**src/rtl/ifs_pkg.sv**
```systemverilog
package ifs_pkg;
  localparam int BYTE_W  = 8;
  localparam int WORD_W  = 16;
  localparam int OPC_W   = 5;
  localparam int MAX_LEN = 6;
  localparam int LEN_W   = $clog2(MAX_LEN + 1);

  localparam logic [1:0] MODE_REG = 2'b00;
  localparam logic [1:0] MODE_MEM = 2'b01;
  localparam logic [1:0] MODE_IMM = 2'b10;

  typedef enum logic [2:0] {
    CLS_ALU   = 3'd0,
    CLS_LOAD  = 3'd1,
    CLS_STORE = 3'd2,
    CLS_MOVE  = 3'd3,
    CLS_JUMP  = 3'd4,
    CLS_NOP   = 3'd5,
    CLS_HALT  = 3'd6
  } cls_e;

  typedef enum logic [1:0] {
    ST_FETCH = 2'd0,
    ST_READY = 2'd1,
    ST_HALT  = 2'd2
  } st_e;
endpackage

```
**src/rtl/ifs_classify.sv**
```systemverilog
module ifs_classify
  import ifs_pkg::*;
#(
  parameter logic [OPC_W-1:0] OP_HALT  = 5'h11,
  parameter logic [OPC_W-1:0] OP_LOAD  = 5'h12,
  parameter logic [OPC_W-1:0] OP_STORE = 5'h13,
  parameter logic [OPC_W-1:0] OP_MOVE  = 5'h14,
  parameter logic [OPC_W-1:0] OP_JUMP  = 5'h15
) (
  input  logic [OPC_W-1:0] opc_i,
  input  logic [1:0]       mode_i,
  output cls_e             cls_o,
  output logic [LEN_W-1:0] len_o
);
  always_comb begin
    if (!opc_i[OPC_W-1])      cls_o = CLS_ALU;
    else if (opc_i == OP_LOAD)  cls_o = CLS_LOAD;
    else if (opc_i == OP_STORE) cls_o = CLS_STORE;
    else if (opc_i == OP_MOVE)  cls_o = CLS_MOVE;
    else if (opc_i == OP_JUMP)  cls_o = CLS_JUMP;
    else if (opc_i == OP_HALT)  cls_o = CLS_HALT;
    else                        cls_o = CLS_NOP;
  end

  always_comb begin
    unique case (cls_o)
      CLS_ALU:   len_o = (mode_i == MODE_IMM) ? LEN_W'(3) : LEN_W'(2);
      CLS_LOAD:  len_o = (mode_i == MODE_IMM) ? LEN_W'(3) :
                         (mode_i == MODE_MEM) ? LEN_W'(4) : LEN_W'(2);
      CLS_STORE: len_o = LEN_W'(4);
      CLS_MOVE:  len_o = LEN_W'(MAX_LEN);
      CLS_JUMP:  len_o = LEN_W'(4);
      default:   len_o = LEN_W'(2);
    endcase
  end
endmodule

```
**src/rtl/ifs_cond.sv**
```systemverilog
module ifs_cond (
  input  logic [1:0] cond_i,
  input  logic       c_i,
  input  logic       z_i,
  input  logic       n_i,
  output logic       hit_o
);
  always_comb begin
    unique case (cond_i)
      2'b00: hit_o = 1'b1;
      2'b01: hit_o = c_i;
      2'b10: hit_o = z_i;
      default: hit_o = n_i;
    endcase
  end
endmodule

```
**src/rtl/ifs_bytebuf.sv**
```systemverilog
module ifs_bytebuf
  import ifs_pkg::*;
#(
  parameter int NB = MAX_LEN,
  localparam int IW = $clog2(NB)
) (
  input  logic                         clk_i,
  input  logic                         rst_ni,
  input  logic                         wr_i,
  input  logic [IW-1:0]                idx_i,
  input  logic [BYTE_W-1:0]            byte_i,
  output logic [NB-1:0][BYTE_W-1:0]    bytes_o
);
  for (genvar g = 0; g < NB; g++) begin : g_byte
    always_ff @(posedge clk_i or negedge rst_ni) begin
      if (!rst_ni) begin
        bytes_o[g] <= '0;
      end else if (wr_i) begin
        if (idx_i == IW'(g))   bytes_o[g] <= byte_i;
        else if (idx_i == '0)  bytes_o[g] <= '0;  // new instruction: drop stale bytes
      end
    end
  end
endmodule

```
**src/rtl/ifetch_seq.sv**
```systemverilog
module ifetch_seq
  import ifs_pkg::*;
#(
  parameter logic [4:0] OP_HALT  = 5'h11,
  parameter logic [4:0] OP_LOAD  = 5'h12,
  parameter logic [4:0] OP_STORE = 5'h13,
  parameter logic [4:0] OP_MOVE  = 5'h14,
  parameter logic [4:0] OP_JUMP  = 5'h15
) (
  input  logic        clk_i,
  input  logic        rst_ni,
  output logic        rom_rd_o,
  output logic [15:0] rom_addr_o,
  input  logic [7:0]  rom_data_i,
  input  logic        advance_i,
  input  logic        flag_c_i,
  input  logic        flag_z_i,
  input  logic        flag_n_i,
  output logic        valid_o,
  output logic [2:0]  class_o,
  output logic [4:0]  opcode_o,
  output logic [1:0]  mode_o,
  output logic [2:0]  reg_a_o,
  output logic [2:0]  reg_b_o,
  output logic [1:0]  cond_o,
  output logic [7:0]  imm_o,
  output logic [15:0] addr_a_o,
  output logic [15:0] addr_b_o,
  output logic        taken_o,
  output logic        halted_o
);
  localparam int IW = $clog2(MAX_LEN);

  st_e                            state_q;
  logic [WORD_W-1:0]              pc_q;
  logic [IW-1:0]                  idx_q;
  logic [LEN_W-1:0]               len_q;
  cls_e                           cls_q;
  logic [MAX_LEN-1:0][BYTE_W-1:0] buf_w;
  cls_e                           cls_w;
  logic [LEN_W-1:0]               len_w;
  logic                           fetch_w, last_w, accept_w, hit_w;
  logic                           unused_bit;

  assign fetch_w  = (state_q == ST_FETCH);
  assign accept_w = (state_q == ST_READY) && advance_i;

  ifs_bytebuf #(.NB(MAX_LEN)) u_buf (
    .clk_i   (clk_i),
    .rst_ni  (rst_ni),
    .wr_i    (fetch_w),
    .idx_i   (idx_q),
    .byte_i  (rom_data_i),
    .bytes_o (buf_w)
  );

  // class and length are fixed once the high opcode byte is held
  ifs_classify #(
    .OP_HALT(OP_HALT), .OP_LOAD(OP_LOAD), .OP_STORE(OP_STORE),
    .OP_MOVE(OP_MOVE), .OP_JUMP(OP_JUMP)
  ) u_cls (
    .opc_i  (buf_w[0][7:3]),
    .mode_i (buf_w[0][2:1]),
    .cls_o  (cls_w),
    .len_o  (len_w)
  );

  ifs_cond u_cond (
    .cond_i (buf_w[1][1:0]),
    .c_i    (flag_c_i),
    .z_i    (flag_z_i),
    .n_i    (flag_n_i),
    .hit_o  (hit_w)
  );

  always_comb begin
    last_w = 1'b0;
    if (fetch_w) begin
      if (idx_q == IW'(1))      last_w = (len_w == LEN_W'(2));
      else if (idx_q >= IW'(2)) last_w = (LEN_W'(idx_q) == LEN_W'(len_q - LEN_W'(1)));
    end
  end

  always_ff @(posedge clk_i or negedge rst_ni) begin
    if (!rst_ni) begin
      state_q <= ST_FETCH;
      pc_q    <= '0;
      idx_q   <= '0;
      len_q   <= LEN_W'(2);
      cls_q   <= CLS_NOP;
    end else begin
      unique case (state_q)
        ST_FETCH: begin
          pc_q  <= pc_q + 1'b1;
          idx_q <= idx_q + 1'b1;
          if (idx_q == IW'(1)) begin
            len_q <= len_w;
            cls_q <= cls_w;
          end
          if (last_w) begin
            state_q <= ST_READY;
            idx_q   <= '0;
          end
        end
        ST_READY: begin
          if (advance_i) begin
            state_q <= (cls_q == CLS_HALT) ? ST_HALT : ST_FETCH;
            if (taken_o) pc_q <= addr_a_o;
          end
        end
        default: state_q <= ST_HALT;
      endcase
    end
  end

  assign rom_rd_o   = fetch_w;
  assign rom_addr_o = pc_q;
  assign valid_o    = (state_q == ST_READY);
  assign halted_o   = (state_q == ST_HALT);
  assign class_o    = cls_q;
  assign opcode_o   = buf_w[0][7:3];
  assign mode_o     = buf_w[0][2:1];
  assign reg_a_o    = buf_w[1][7:5];
  assign reg_b_o    = buf_w[1][4:2];
  assign cond_o     = buf_w[1][1:0];
  assign imm_o      = buf_w[2];
  assign addr_a_o   = {buf_w[2], buf_w[3]};
  assign addr_b_o   = {buf_w[4], buf_w[5]};
  assign taken_o    = valid_o && (cls_q == CLS_JUMP) && hit_w;
  assign unused_bit = buf_w[0][0] ^ accept_w;
endmodule

```
**config.mk**
```make
export PLATFORM = sky130hd
export DESIGN_NAME = ifetch_seq
export DESIGN_NICKNAME = d
export VERILOG_FILES = /design/src/rtl/ifs_pkg.sv /design/src/rtl/ifs_classify.sv /design/src/rtl/ifs_cond.sv /design/src/rtl/ifs_bytebuf.sv /design/src/rtl/ifetch_seq.sv
export SDC_FILE = /design/constraint.sdc
export NUM_CORES = 1
export LEC_CHECK = 0
export CORE_MARGIN = 2
export CORE_UTILIZATION = 42
export CTS_CLUSTER_SIZE = 20
export DETAILED_ROUTE_END_ITERATION = 6
export HOLD_SLACK_MARGIN = 0.06
export PLACE_DENSITY = 0.78
export REMOVE_ABC_BUFFERS = 1
export SETUP_SLACK_MARGIN = 0.02
export SLEW_MARGIN = 15
export SYNTH_ARGS = -nofsm -noshare
export SYNTH_HDL_FRONTEND = slang
export SYNTH_HIERARCHICAL = 1
export SYNTH_SLANG_ARGS = --single-unit
```
**constraint.sdc**
```tcl
create_clock -name clk_i -period 3.2 [get_ports clk_i]
set_input_delay 0.8 -clock clk_i [delete_from_list [all_inputs] [get_ports clk_i]]
set_output_delay 0.8 -clock clk_i [all_outputs]
set_load 0.1 [all_outputs]
```
==> impl_results.md, run 1 <==
* Clk sink count at 74
* N_diodes at 0
* Vias at 3549
* P per Cell Area at 370.0 nW/um^2
* Worst EP arrival at 2.22 ns
* Fin cells at 632
* Peak supply drop at 0.2613 mV
* Worst rel slew slack at 58.66%
* Post-cts gate resize count at 0
* Setup CP Type: in2out
* Largest net degree at the start of global routing at 32
* # Max-Cap Violations at 0
* CORE AREA at 9240 sq um
* Root buf cell: clkbuf_8
* Util after Layout at 53.45%
* Layout area overhead at 23.38%
* Cells after synthesis at 429
* R2R Setup Slk at 0.90 ns
* Post-route antenna net violation count at 0
* Syn_area_per_cell at 9.330 sq um
* CTS tree: built
* CTS Buffer Depth at 2
* Crit-path leading delay family: buffers and inverters
* Fin Setup TNS at 0 ns
* WP buf/inv at 2
* Hold crit path type: in2async
* Via density at 5.616
* Fin. Hold Viols at 0
* CP endpoint kind: output port
* Total power draw at 0.001827 W
* TritonCTS Buffers at 9
* Hpwl dp at 7570 um
* Share of layout cells above drive strength 1 at 26.04%
* TritonRoute pass-1 iters at 5
* Ports at 92
* Hold Worst Slack at 0.3972 ns
* Status: completed
* Mapped Area at 4003 sq um
* Worst-path cell chain: clkdlybuf4s50_1 > mux2i_1 > a21oi_2 > nand4bb_1 > nor2_1 > buf_12
* WL/cell at 16.69 um
* Period minus WS final at 3.017 ns
* WL final at 10550 um
* DRC violations left at 0
* Starting Density at 43.32%
* Actual slew at the worst max-slew pin at 0.6188 ns
* RSZ-0062 raised after global routing: false
* Global-route wire length before repair at 16820 um
* Crit-path max FO at 3
* Hold buffers post-CTS at 0
* Die X at 101.6 um
* Row count at 35
* H-tree depth at 3
* Gr ovfl total at 0
* Post-CTS setup buffers at 0
* CP required at 2.40 ns
* Max incr delay on CP at 0.45 ns
* CP max stage cell: clkdlybuf4s50_1
* Fmax at 0.3314 GHz
* Initial antenna violation count at 0
* Placed Cells at 616
* Port buffer count at 91
* Global-route usage over all layers at 20.85%
* Clock transition at the registers of the reported paths at 0.08 ns
* R2r worst-path depth at 6
* Die area at 10330 sq um
* # setup viols final at 0
* Nature of the critical path startpoint: input pin
* Die Y at 101.6 um
* Reg-to-Reg Start: u_buf/bytes_o[4]$_DFFE_PN0P_
* Leakage at 2.131 nW
* Nets at 516
* RePlAce Congestion at 0.8950
* Final Cycle Share at 94.29%
* DR iter-0 viols at 286
* Final Skew at 0.005514 ns
* Clock Latency Late Sink at 0.33 ns
* R2r endpoint: idx_q[1]$_DFFE_PN0P_
* Vias in the first global route at 3378
* Slew Limit Fails at 0
* Synth warnings at 6
through the flow:
stage,setup WS [ns],instance area [sq um]
after floorplan,-0.3353,3755
after global placement,0.1303,4697
after detailed placement,0.1181,4697
after CTS,0.1101,4935
after global routing,0.08217,4938
final,0.1828,4938
worst max path at each step:
stage	from	end	slack, ns	depth (start not counted)
3_5_place_dp	flag_n_i	taken_o	0.12	6
5_1_grt	flag_n_i	taken_o	0.08	6
4_1_cts	flag_n_i	taken_o	0.11	6
3_3_place_gp	flag_n_i	taken_o	0.13	6
6_report	flag_n_i	taken_o	0.18	6
2_1_floorplan	u_buf/bytes_o[9]$_DFFE_PN0P_	taken_o	-0.34	4
area by class of cell:
class	count	area, sq um
Fill cell	832	4302
Sequential cell	74	1856
Multi-Input combinational cell	303	1852
Timing Repair Buffer	97	780.7
Clock buffer	12	165.2
Tap cell	129	161.4
Clock inverter	4	72.57
Inverter	13	51.30
metal layers:
| layer | up-vias | share of wire [%] | GRT usage (%) |
|---|---|---|---|
| met5 | - | 0 | 0 |
| met1 | 1741 | 45 | 28.57 |
| met2 | 139 | 48 | 33.20 |
| met4 | 0 | 0.82 | 7.796 |
| li1 | 1663 | - | - |
| met3 | 6 | 6.8 | 3.589 |
state kept, by name, indices dropped and copies added, names as in the netlist:
register       flops
class_o            3
idx_q              3
len_q              3
rom_addr_o        16
state_q            2
u_buf/bytes_o     47
worst reg2reg max path, cell delays in order, from the launching register on:
cell and delay (ns):
dfrtp_1 0.47, and2b_2 0.25, o311a_2 0.38, nor4bb_1 0.52, or3_1 0.19, a2bb2oi_1 0.25
o22ai_1 0.12
cell usage in the layout, fill, tap and decap left out, types with 6 or more instances in the layout:
master,count
inv_1,11
o31ai_1,20
nand2b_1,7
nor2_1,10
clkdlybuf4s50_1,12
o22ai_1,6
nand4_1,6
clkbuf_8,12
o21ai_0,23
dfrtp_1,71
a21oi_1,21
nor2b_1,6
buf_4,82
nand3_1,22
o21ai_1,11
nand2_1,82
mux2_2,7
power by group:
group,switching (W),internal [W]
registers,0,0.000934
clock network,0.000340,0.000502
logic,0.0000339,0.0000166
total,0.000374,0.00145
No activity file was read; power rests on OpenSTA's default activity.
==> inputs of run 2 (changes only) <==
Settings changed: CTS_CLUSTER_DIAMETER from default to 120.
==> results of run 2 <==
Same layout as run 1: the final DEF is identical, and so are final timing and power.
==> inputs of run 3 (changes only) <==
Settings changed: CAP_MARGIN from default to 20, CELL_PAD_IN_SITES_DETAIL_PLACEMENT from default to 0, CELL_PAD_IN_SITES_GLOBAL_PLACEMENT from default to 1, CORE_MARGIN 2 to 4, CORE_UTILIZATION 42 to 41, PLACE_DENSITY 0.78 to 0.94.
==> impl_results.md, run 3 (synthesis gave the netlist of run 1 again) <==
* Crit-path leading delay family: buffers and inverters
* Hpwl dp at 7424 um (-1.9%)
* Most frequent cells in the layout: nand2_1, buf_4, dfrtp_1
* DRC violations left at 0 (unchanged)
* Layout area overhead at 23.60%
* N_diodes at 0 (unchanged)
* # Max-Cap Violations at 0 (unchanged)
* Post-route antenna net violation count at 0 (unchanged)
* Peak supply drop at 0.2632 mV (+0.72%)
* WL/cell at 16.56 um (-0.78%)
* DR iter-0 viols at 212 (-26%)
* Actual slew at the worst max-slew pin at 0.5657 ns (-0.05310 ns)
* Vias at 3449 (-2.8%)
* Register area at 1856 sq um (unchanged)
* Worst rel slew slack at 61.77% (+3.1 points)
* WP buf/inv at 2 (unchanged)
* CP max stage cell: clkdlybuf4s50_1
* Nature of the critical path startpoint: input pin
* R2r endpoint: idx_q[1]$_DFFE_PN0P_
* Final Cycle Share at 92.99% (-1.3 points)
* Reg-to-Reg Start: u_buf/bytes_o[4]$_DFFE_PN0P_
* Worst EP arrival at 2.18 ns (-0.04 ns)
* P_int at 0.001468 W (+1.0%)
* Starting Density at 42.71% (-0.61 points)
* Global-route usage over all layers at 18.57% (-2.3 points)
* H-tree depth at 3 (unchanged)
* Gr ovfl total at 0 (unchanged)
* Part of the power in registers at 49.9% (-1.2 points)
* CP required at 2.40 ns (about the same)
* Fillers at 895 (+7.6%)
* Largest net degree at the start of global routing at 75 (+130%)
* Via density at 5.466 (-2.7%)
* CTS tree: built
* Nets at 515 (-0.19%)
* Clock transition at the registers of the reported paths at 0.08 ns (about the same)
* Place WS at 0.09643 ns (-0.02163 ns)
* Die Y at 106.8 um (+5.1%)
* Logic pwr share at 2.8% (about the same)
* Share of layout cells above drive strength 1 at 25.90% (-0.15 points)
* Slew Limit Fails at 0 (unchanged)
* Initial antenna violation count at 0 (unchanged)
* # setup viols final at 0 (unchanged)
* Root buf cell: clkbuf_8
* Setup CP Type: in2out
* Sw frac at 21.66% (+1.2 points)
* Global-route wire length before repair at 16830 um (about the same)
* Fmax at 0.3361 GHz (+1.4%)
* Vias in the first global route at 3264 (-3.4%)
* Crit-path max FO at 3 (unchanged)
* Final WS setup at 0.2245 ns (+0.04165 ns)
* Clk sink count at 74 (unchanged)
* Die X at 106.8 um (+5.1%)
* Largest register FFs at 47 (unchanged)
* RePlAce Congestion at 0.8233 (-8.0%)
* Ports at 92 (unchanged)
* Leakage at 2.123 nW (-0.34%)
* Fin cells at 631 (-0.16%)
* CTS Buffer Depth at 2 (unchanged)
* Util after Layout at 52.79% (-0.66 points)
* GR Util met3 at 5.358% (+1.8 points)
* Busiest grt layer: met2
* Met2 Usage GRT at 28.01% (-5.2 points)
* Die area at 11410 sq um (+10%)
* Status: completed
* CP endpoint kind: output port
* Worst-path cell chain: clkdlybuf4s50_1 > mux2i_1 > a21oi_2 > nand4bb_1 > nor2_1 > buf_12
* P per Cell Area at 378.7 nW/um^2 (+2.4%)
* Period minus WS final at 2.976 ns (-0.04165 ns)
* Hold crit path type: in2async
* Port buffer count at 91 (unchanged)
* Final Skew at 0.007773 ns (+0.002259 ns)
* TritonRoute pass-1 iters at 5 (unchanged)
* Multi-input logic area at 1852 sq um (unchanged)
* TritonCTS Buffers at 9 (unchanged)
* Clock Latency Late Sink at 0.36 ns (+0.03 ns)
* Sw Pwr at 0.0004058 W (+8.6%)
* Max incr delay on CP at 0.46 ns (about the same)
* RSZ-0062 raised after global routing: false
* Commonest non-fill, non-tap cell in the layout: nand2_1
* Hold Worst Slack at 0.4422 ns (+0.04498 ns)
* Met1 usage at 25.12% (-3.4 points)
* R2R Setup Slk at 0.87 ns (-0.03 ns)
* Post-CTS setup buffers at 0 (unchanged)
* Clock power frac at 47.4% (+1.3 points)
* Placed Cells at 615 (-0.16%)
* CP Depth at 6 (unchanged)
* Top reg by flops: u_buf/bytes_o
* WL final at 10450 um (-0.94%)
* CORE AREA at 9371 sq um (+1.4%)
* Row count at 35 (unchanged)
* R2r worst-path depth at 6 (unchanged)
* Fin. Hold Viols at 0 (unchanged)
-- run 3: how the worst max path moves through the flow --
stage / from / end / slack, ns
floorplan: u_buf/bytes_o[9]$_DFFE_PN0P_ / taken_o / -0.34
global placement: flag_n_i / taken_o / 0.13
detailed placement: flag_c_i / taken_o / 0.1
CTS: flag_c_i / taken_o / 0.08
global route: flag_c_i / taken_o / 0.13
finish: flag_c_i / taken_o / 0.22
-- run 3: area by class of cell --
| cell class | count | share of cell area, % |
|---|---|---|
| Clock buffer | 9 | 2.504 |
| Clock inverter | 7 | 2.377 |
| Inverter | 13 | 1.037 |
| Multi-Input combinational cell | 303 | 37.43 |
| Sequential cell | 74 | 37.51 |
| Tap cell | 129 | 3.263 |
| Timing Repair Buffer | 96 | 15.88 |
-- run 3: timing repair --
item,CTS,global route
hold buffers,0,0
resized for setup,0,1
endpoints found under the setup margin,0,1
-- run 3: per-layer routing --
metal | vias up | routed length, um
li1 | 1658 | -
met1 | 1637 | 4677
met2 | 134 | 4774
met3 | 20 | 754
met4 | 0 | 244
met5 | - | 0
-- run 3: power by group through the flow --
| stage | clock [W] | sequential (W) | combinational, W |
|---|---|---|---|
| finish | 0.000887 | 0.000934 | 0.0000522 |
| global placement | 0 | 0.000953 | 0.0000536 |
| global route | 0.000945 | 0.000934 | 0.0000584 |
| floorplan | 0 | 0.000953 | 0.00000226 |
| CTS | 0.000897 | 0.000934 | 0.0000539 |
| detailed placement | 0 | 0.000953 | 0.0000537 |
-- run 3: stage by stage --
stage          setup TNS, ns  total power [W]  instance area (sq um)
2_1_floorplan        -0.3353        0.0009554                   3755
3_3_place_gp               0         0.001006                   4702
3_5_place_dp               0         0.001007                   4702
4_1_cts                    0         0.001885                   4943
5_1_grt                    0         0.001938                   4947
6_report                   0         0.001874                   4947
